==> src/rtl/boost_ctl_pkg.sv <==
package boost_ctl_pkg;
    typedef enum logic [1:0] {
        ST_IDLE  = 2'd0,
        ST_BOOST = 2'd1,
        ST_SCALE = 2'd2,
        ST_SUM   = 2'd3
    } bc_state_t;
endpackage

==> src/rtl/boost_step.sv <==
module boost_step #(
    parameter int W    = 32,
    parameter int PW   = 12,
    parameter int STEP = 16000
) (
    input  logic          is_up,
    input  logic [W-1:0]  boost_cur,
    input  logic [W-1:0]  fmax,
    input  logic [W-1:0]  avg,
    input  logic [W-1:0]  dep_thr,
    input  logic [PW-1:0] up_pct,
    input  logic [PW-1:0] dn_pct,
    output logic [W-1:0]  boost_nxt,
    output logic          arm_up_nxt,
    output logic          arm_dn_nxt
);
    localparam int XW = W + PW;
    localparam logic [XW:0]   STEP_X  = (XW+1)'(STEP);
    localparam logic [XW-1:0] HALF_X  = XW'(STEP / 2);
    localparam logic [XW-1:0] HUNDRED = XW'(100);

    logic [PW-1:0] pct;
    logic [XW-1:0] prod;
    logic [XW-1:0] scaled;
    logic [XW:0]   grown;
    logic [XW:0]   fmax_x;

    always_comb begin
        pct        = is_up ? up_pct : dn_pct;
        prod       = XW'(boost_cur) * XW'(pct);
        scaled     = prod / HUNDRED;
        grown      = {1'b0, scaled} + STEP_X;
        fmax_x     = (XW+1)'(fmax);
        boost_nxt  = boost_cur;
        arm_up_nxt = 1'b1;
        arm_dn_nxt = 1'b1;
        if (is_up) begin
            // growth: geometric plus step, clamped at the ceiling
            if (grown >= fmax_x) begin
                boost_nxt  = fmax;
                arm_up_nxt = 1'b0;
            end else begin
                boost_nxt  = grown[W-1:0];
            end
        end else begin
            // decay: geometric, snapped to zero under half a step
            if (scaled < HALF_X) begin
                boost_nxt  = '0;
                arm_dn_nxt = 1'b0;
            end else begin
                boost_nxt  = scaled[W-1:0];
            end
        end
        if (dep_thr != '0) begin
            if (avg >= dep_thr)
                arm_dn_nxt = 1'b1;
            else if (boost_nxt == '0)
                arm_dn_nxt = 1'b0;
        end
    end
endmodule

==> src/rtl/target_scale.sv <==
module target_scale #(
    parameter int W      = 32,
    parameter int TW     = 8,
    parameter int PERIOD = 12,
    parameter int CW     = 14
) (
    input  logic [W-1:0]    avg,
    input  logic [TW-1:0]   up_thr,
    output logic [W+CW-1:0] base
);
    localparam int PXW = W + CW;
    localparam logic [CW-1:0]  SUSTAIN = CW'(10000);
    localparam logic [PXW-1:0] HUNDRED = PXW'(100);

    logic [W-1:0]   rate;
    logic [CW-1:0]  coef;
    logic [PXW-1:0] prod;

    always_comb begin
        rate = avg / W'(PERIOD);
        coef = SUSTAIN / CW'(up_thr);
        prod = PXW'(rate) * PXW'(coef);
        base = prod / HUNDRED;
    end
endmodule

==> src/rtl/boost_ctl.sv <==
module boost_ctl #(
    parameter int W      = 32,
    parameter int PW     = 12,
    parameter int TW     = 8,
    parameter int STEP   = 16000,
    parameter int PERIOD = 12
) (
    input  logic          clk,
    input  logic          rst_n,
    input  logic          up_evt,
    input  logic          dn_evt,
    input  logic [W-1:0]  avg_cnt,
    input  logic [W-1:0]  fmax,
    input  logic [PW-1:0] up_pct,
    input  logic [PW-1:0] dn_pct,
    input  logic [TW-1:0] up_thr,
    input  logic [W-1:0]  dep_thr,
    input  logic [W-1:0]  floor_freq,
    output logic [W-1:0]  boost,
    output logic          arm_up,
    output logic          arm_dn,
    output logic [W-1:0]  target,
    output logic          done
);
    import boost_ctl_pkg::*;

    localparam int CW = 14;
    localparam int BW = W + CW;
    localparam int SW = BW + 1;

    bc_state_t state, state_nxt;

    logic          ev_up_q;
    logic [W-1:0]  avg_q;
    logic [BW-1:0] base_q;
    logic [W-1:0]  boost_calc;
    logic          arm_up_calc;
    logic          arm_dn_calc;
    logic [BW-1:0] base_calc;
    logic [SW-1:0] sum_full;
    logic [W-1:0]  tgt_calc;
    logic          floor_hit;

    boost_step #(.W(W), .PW(PW), .STEP(STEP)) u_step (
        .is_up      (ev_up_q),
        .boost_cur  (boost),
        .fmax       (fmax),
        .avg        (avg_q),
        .dep_thr    (dep_thr),
        .up_pct     (up_pct),
        .dn_pct     (dn_pct),
        .boost_nxt  (boost_calc),
        .arm_up_nxt (arm_up_calc),
        .arm_dn_nxt (arm_dn_calc)
    );

    target_scale #(.W(W), .TW(TW), .PERIOD(PERIOD), .CW(CW)) u_scale (
        .avg    (avg_q),
        .up_thr (up_thr),
        .base   (base_calc)
    );

    // state register
    always_ff @(posedge clk) begin
        if (!rst_n) state <= ST_IDLE;
        else        state <= state_nxt;
    end

    always_comb begin
        state_nxt = state;
        unique case (state)
            ST_IDLE:  if (up_evt || dn_evt) state_nxt = ST_BOOST;
            ST_BOOST: state_nxt = ST_SCALE;
            ST_SCALE: state_nxt = ST_SUM;
            ST_SUM:   state_nxt = ST_IDLE;
        endcase
    end

    always_comb begin
        sum_full  = SW'(base_q) + SW'(boost);
        floor_hit = (dep_thr != '0) && (avg_q >= dep_thr);
        if (floor_hit && (sum_full < SW'(floor_freq)))
            sum_full = SW'(floor_freq);
        if (sum_full[SW-1:W] != '0) tgt_calc = '1;
        else                        tgt_calc = sum_full[W-1:0];
    end

    // outputs and datapath registers
    always_ff @(posedge clk) begin
        if (!rst_n) begin
            ev_up_q <= 1'b0;
            avg_q   <= '0;
            base_q  <= '0;
            boost   <= '0;
            arm_up  <= 1'b1;
            arm_dn  <= 1'b1;
            target  <= '0;
            done    <= 1'b0;
        end else begin
            done <= 1'b0;
            unique case (state)
                ST_IDLE: begin
                    if (up_evt || dn_evt) begin
                        ev_up_q <= up_evt;
                        avg_q   <= avg_cnt;
                    end
                end
                ST_BOOST: begin
                    boost  <= boost_calc;
                    arm_up <= arm_up_calc;
                    arm_dn <= arm_dn_calc;
                end
                ST_SCALE: base_q <= base_calc;
                ST_SUM: begin
                    target <= tgt_calc;
                    done   <= 1'b1;
                end
            endcase
        end
    end
endmodule

==> config.mk <==
export PLATFORM = sky130hd
export DESIGN_NAME = boost_ctl
export DESIGN_NICKNAME = d
export VERILOG_FILES = /design/src/rtl/boost_ctl_pkg.sv /design/src/rtl/boost_step.sv /design/src/rtl/target_scale.sv /design/src/rtl/boost_ctl.sv
export SDC_FILE = /design/constraint.sdc
export NUM_CORES = 2
export LEC_CHECK = 0
export BUFFER_PORTS_ARGS = -buffer_cell sky130_fd_sc_hd__buf_4
export CAP_MARGIN = 15
export CORE_ASPECT_RATIO = 0.7
export CORE_MARGIN = 2
export CORE_UTILIZATION = 25
export CTS_BUF_LIST = sky130_fd_sc_hd__clkbuf_8
export DETAILED_ROUTE_END_ITERATION = 8
export PLACE_DENSITY_LB_ADDON = 0.15
export SLEW_MARGIN = 20
export SYNTH_ARGS = -nofsm -noshare
export SYNTH_HDL_FRONTEND = slang
export SYNTH_SLANG_ARGS = --single-unit
==> constraint.sdc <==
create_clock -name clk -period 60.9 [get_ports clk]
set_input_delay 6.09 -clock clk [delete_from_list [all_inputs] [get_ports clk]]
set_output_delay 6.09 -clock clk [all_outputs]
set_load 0.01 [all_outputs]
==> metrics.cfg <==
[flow_run]
maxCapViolCount=0

[yosys]
synth_top_family_by_area=adder cells
synth_enable_flop_cells=0
synth-seq-cells=142
synthMuxAreaShare=0.0346
synth_compound_area_frac=0.268
synth_fa_ha_area_frac=0.296
yosysTopAreaCellShare=0.206
syn-num-nets=9125
synthesis.area_mm2=0.0605
synthesis.area_per_instance_um2=7.62
synth_simple_gate_area_frac=0.222
yosysWarnings=0
postSynthCellCount=7935
synthArstFlopShare=0
ys_types=183
synth_xor_area_frac=0.0533
ys_seq_area_frac=0.0470
synthTopCellsByArea=fa_1 21%, ha_1 8.3%, nand2_1 6.3%
synth_top_area_cell=fa_1
synth_top_flop_cell=dfxtp_1

[sta]
finalCriticalPeriod_ns=57.57
fin_skew_ns=0.0286
slew_headroom=0.136
tightest_slew_ns=1.28
rsz0062_at_grt=no
hold_violations=0
post-route-period-util=0.945
finalSetupTns_ns=0
setup_viol=0
slew_violations=0
fmax_mhz=17.4

[finish]
area_growth_pct=10.9
fin_nets=9219
layout-drive-gt1-share=0.125

[floorplan]
pin_count=231
core_area_mm2=0.241
fp.dieW_um=592
fp-row-count=151
fp.dieArea_mm2=0.246
die_h_um=416
initial_core_util=0.251

[setup_path]
worstPathRequired_ns=61.43
critPathMaxStageDelay_ns=0.59
crit_top_cell=a21o_1
cp_data_arrival_time_ns=58.10
setup.worst_path.start_class=input port
cp_max_fo=23
setup.worst_path.end_class=flop
crit_type=in2reg
crit_path_top_delay_cell=or4_4

[global_route]
grt_pass1_vias=56140
grt_max_degree=61
antenna_found_initial=11
grt_pass1_wl_um=349000
gr-usage-all-layers=0.180
grt_overflow=0

[drt]
wl_met1_um=118000
wl_met2_um=95300
num_vias=59085
dr.first_iter.drc_count=4466
routedWlPerCell_um=20.1
viasPerCell=5.25
route.detailed.drc=0
finalWirelength_um=227000
wl_met3_um=11400
ant_nets=0
firstDrtPassIters=6
topRoutingLayerUsed=met4

[min_path]
hp-class=reg2reg

[place]
portBuffers=230
dp_hpwl_um=183000
gp_congestion=0.870

[clock_tree]
cts_hold_buffers=0
clk_latency_ns=0.66
numCtsBuffers=17
h-tree-depth=4
cts_buffer_depth=2
cts_tree=built
clock-root-buffer=clkbuf_8
path_clk_slew_ns=0.11
cts.sinks=142

[outcome]
status=finished, final reports clean

-- path summary, 6_finish.rpt --
check / start / end / slack, ns / cells after the start
max: up_thr[4] / base_q[0] / 3.33 / 236
min: avg_q[1] / avg_q[1] / 0.47 / 2
max reg2reg: ev_up_q / arm_dn / 14.35 / 139
min reg2reg: avg_q[1] / avg_q[1] / 0.47 / 2
-- sequential cells by signal, summed over array words and instances (netlist names) --
register / flops
target: 32
boost: 32
avg_q: 32
arm_up: 1
arm_dn: 1
state: 2
base_q: 40
done: 1
ev_up_q: 1
-- worst max-delay path: cells and delay by family --
family | cells | cell delay, ns
buffers and inverters | 20 | 3.05
and+or+nand+nor | 59 | 11.21
muxes | 5 | 1.12
adders and majority gates | 23 | 8.11
AOI/OAI and AO/OA | 124 | 27.40
xor gates and xnor gates | 5 | 0.96
-- cells in the mapped netlist (85+ instances only) --
| library cell | count |
|---|---|
| nand2_1 | 1010 |
| inv_1 | 753 |
| fa_1 | 623 |
| nor2_1 | 615 |
| a21oi_1 | 535 |
| ha_1 | 403 |
| o21ai_0 | 337 |
| xnor2_1 | 269 |
| clkbuf_1 | 253 |
| nor2b_1 | 173 |
| nand3_1 | 158 |
| nor3_1 | 156 |
| dfxtp_1 | 142 |
| a21o_1 | 132 |
| mux2i_1 | 127 |
| nand2b_1 | 120 |
| and2_1 | 103 |
| a211oi_1 | 95 |
| o211ai_1 | 85 |
| o21ai_1 | 85 |
-- timing repair --
| item | CTS | global route |
|---|---|---|
| setup buffers | 0 | 6 |
| setup endpoints to repair | 0 | 5 |
| gates resized for setup | 0 | 79 |
-- kinds of logic after synthesis --
| logic type | after synthesis |
|---|---|
| XOR/XNOR | 358 |
| AO/OA/AOI/OAI | 2238 |
| buffers and inverters | 1155 |
| flip-flops | 142 |
| AND/OR/NAND/NOR | 2784 |
| multiplexers | 196 |
| adder cells (fa/ha/maj) | 1062 |
-- layer usage --
metal | vias to the layer above | GRT usage
met5 | - | 0
met4 | 0 | 0.0229
met3 | 102 | 0.0191
met2 | 1545 | 0.265
met1 | 29341 | 0.283
li1 | 28097 | -
-- cells in the final DEF (no fill, tap or decap), types with 35 or more instances in the layout --
cell / n
ha_1: 399
mux2_2: 57
nor2_1: 610
and3_1: 61
nor2b_1: 172
nor4_1: 50
mux2i_1: 122
o21ai_0: 334
o31ai_1: 44
and2_1: 103
a21oi_1: 531
xor2_1: 75
buf_4: 465
nand2_1: 1010
o22ai_1: 43
nand3_1: 158
a211oi_1: 88
o21a_1: 64
or2_2: 35
inv_1: 753
o21bai_1: 61
a31oi_1: 79
nor3_1: 149
nand4_1: 73
nand2b_1: 120
o211ai_1: 85
a21o_1: 132
fa_1: 623
dfxtp_1: 141
xnor2_1: 263
or3_1: 48
a211o_1: 46
o21ai_1: 80
-- metrics by stage --
step / setup slack [ns] / utilization / hold slack, ns / instance area (um^2) / instances
after floorplan: 5.64 / - / 0.436 / 60500 / 7935
after detailed placement: 0.547 / 0.274 / 0.450 / 66200 / 11216
after global routing: 0.0441 / 0.278 / 0.502 / 67100 / 11258
after CTS: 1.09 / 0.276 / 0.474 / 66600 / 11248
final: 3.33 / 0.278 / 0.470 / 67100 / 11260
after global placement: 1.21 / 0.274 / 0.449 / 66200 / 11216
-- cell type report --
cell class / count / area (um^2)
antenna: 5 / 12.5
tap: 3213 / 4020
timing repair buffer: 469 / 3550
multi-input combinational: 6639 / 53400
clock inverter: 13 / 103
sequential: 142 / 2850
fill: 26194 / 174000
inverter: 760 / 2860
clock buffer: 19 / 262
Power is left out: the tool's default activity adds up to more than one toggle a clock period on the data nets, which glitch-free logic cannot reach.
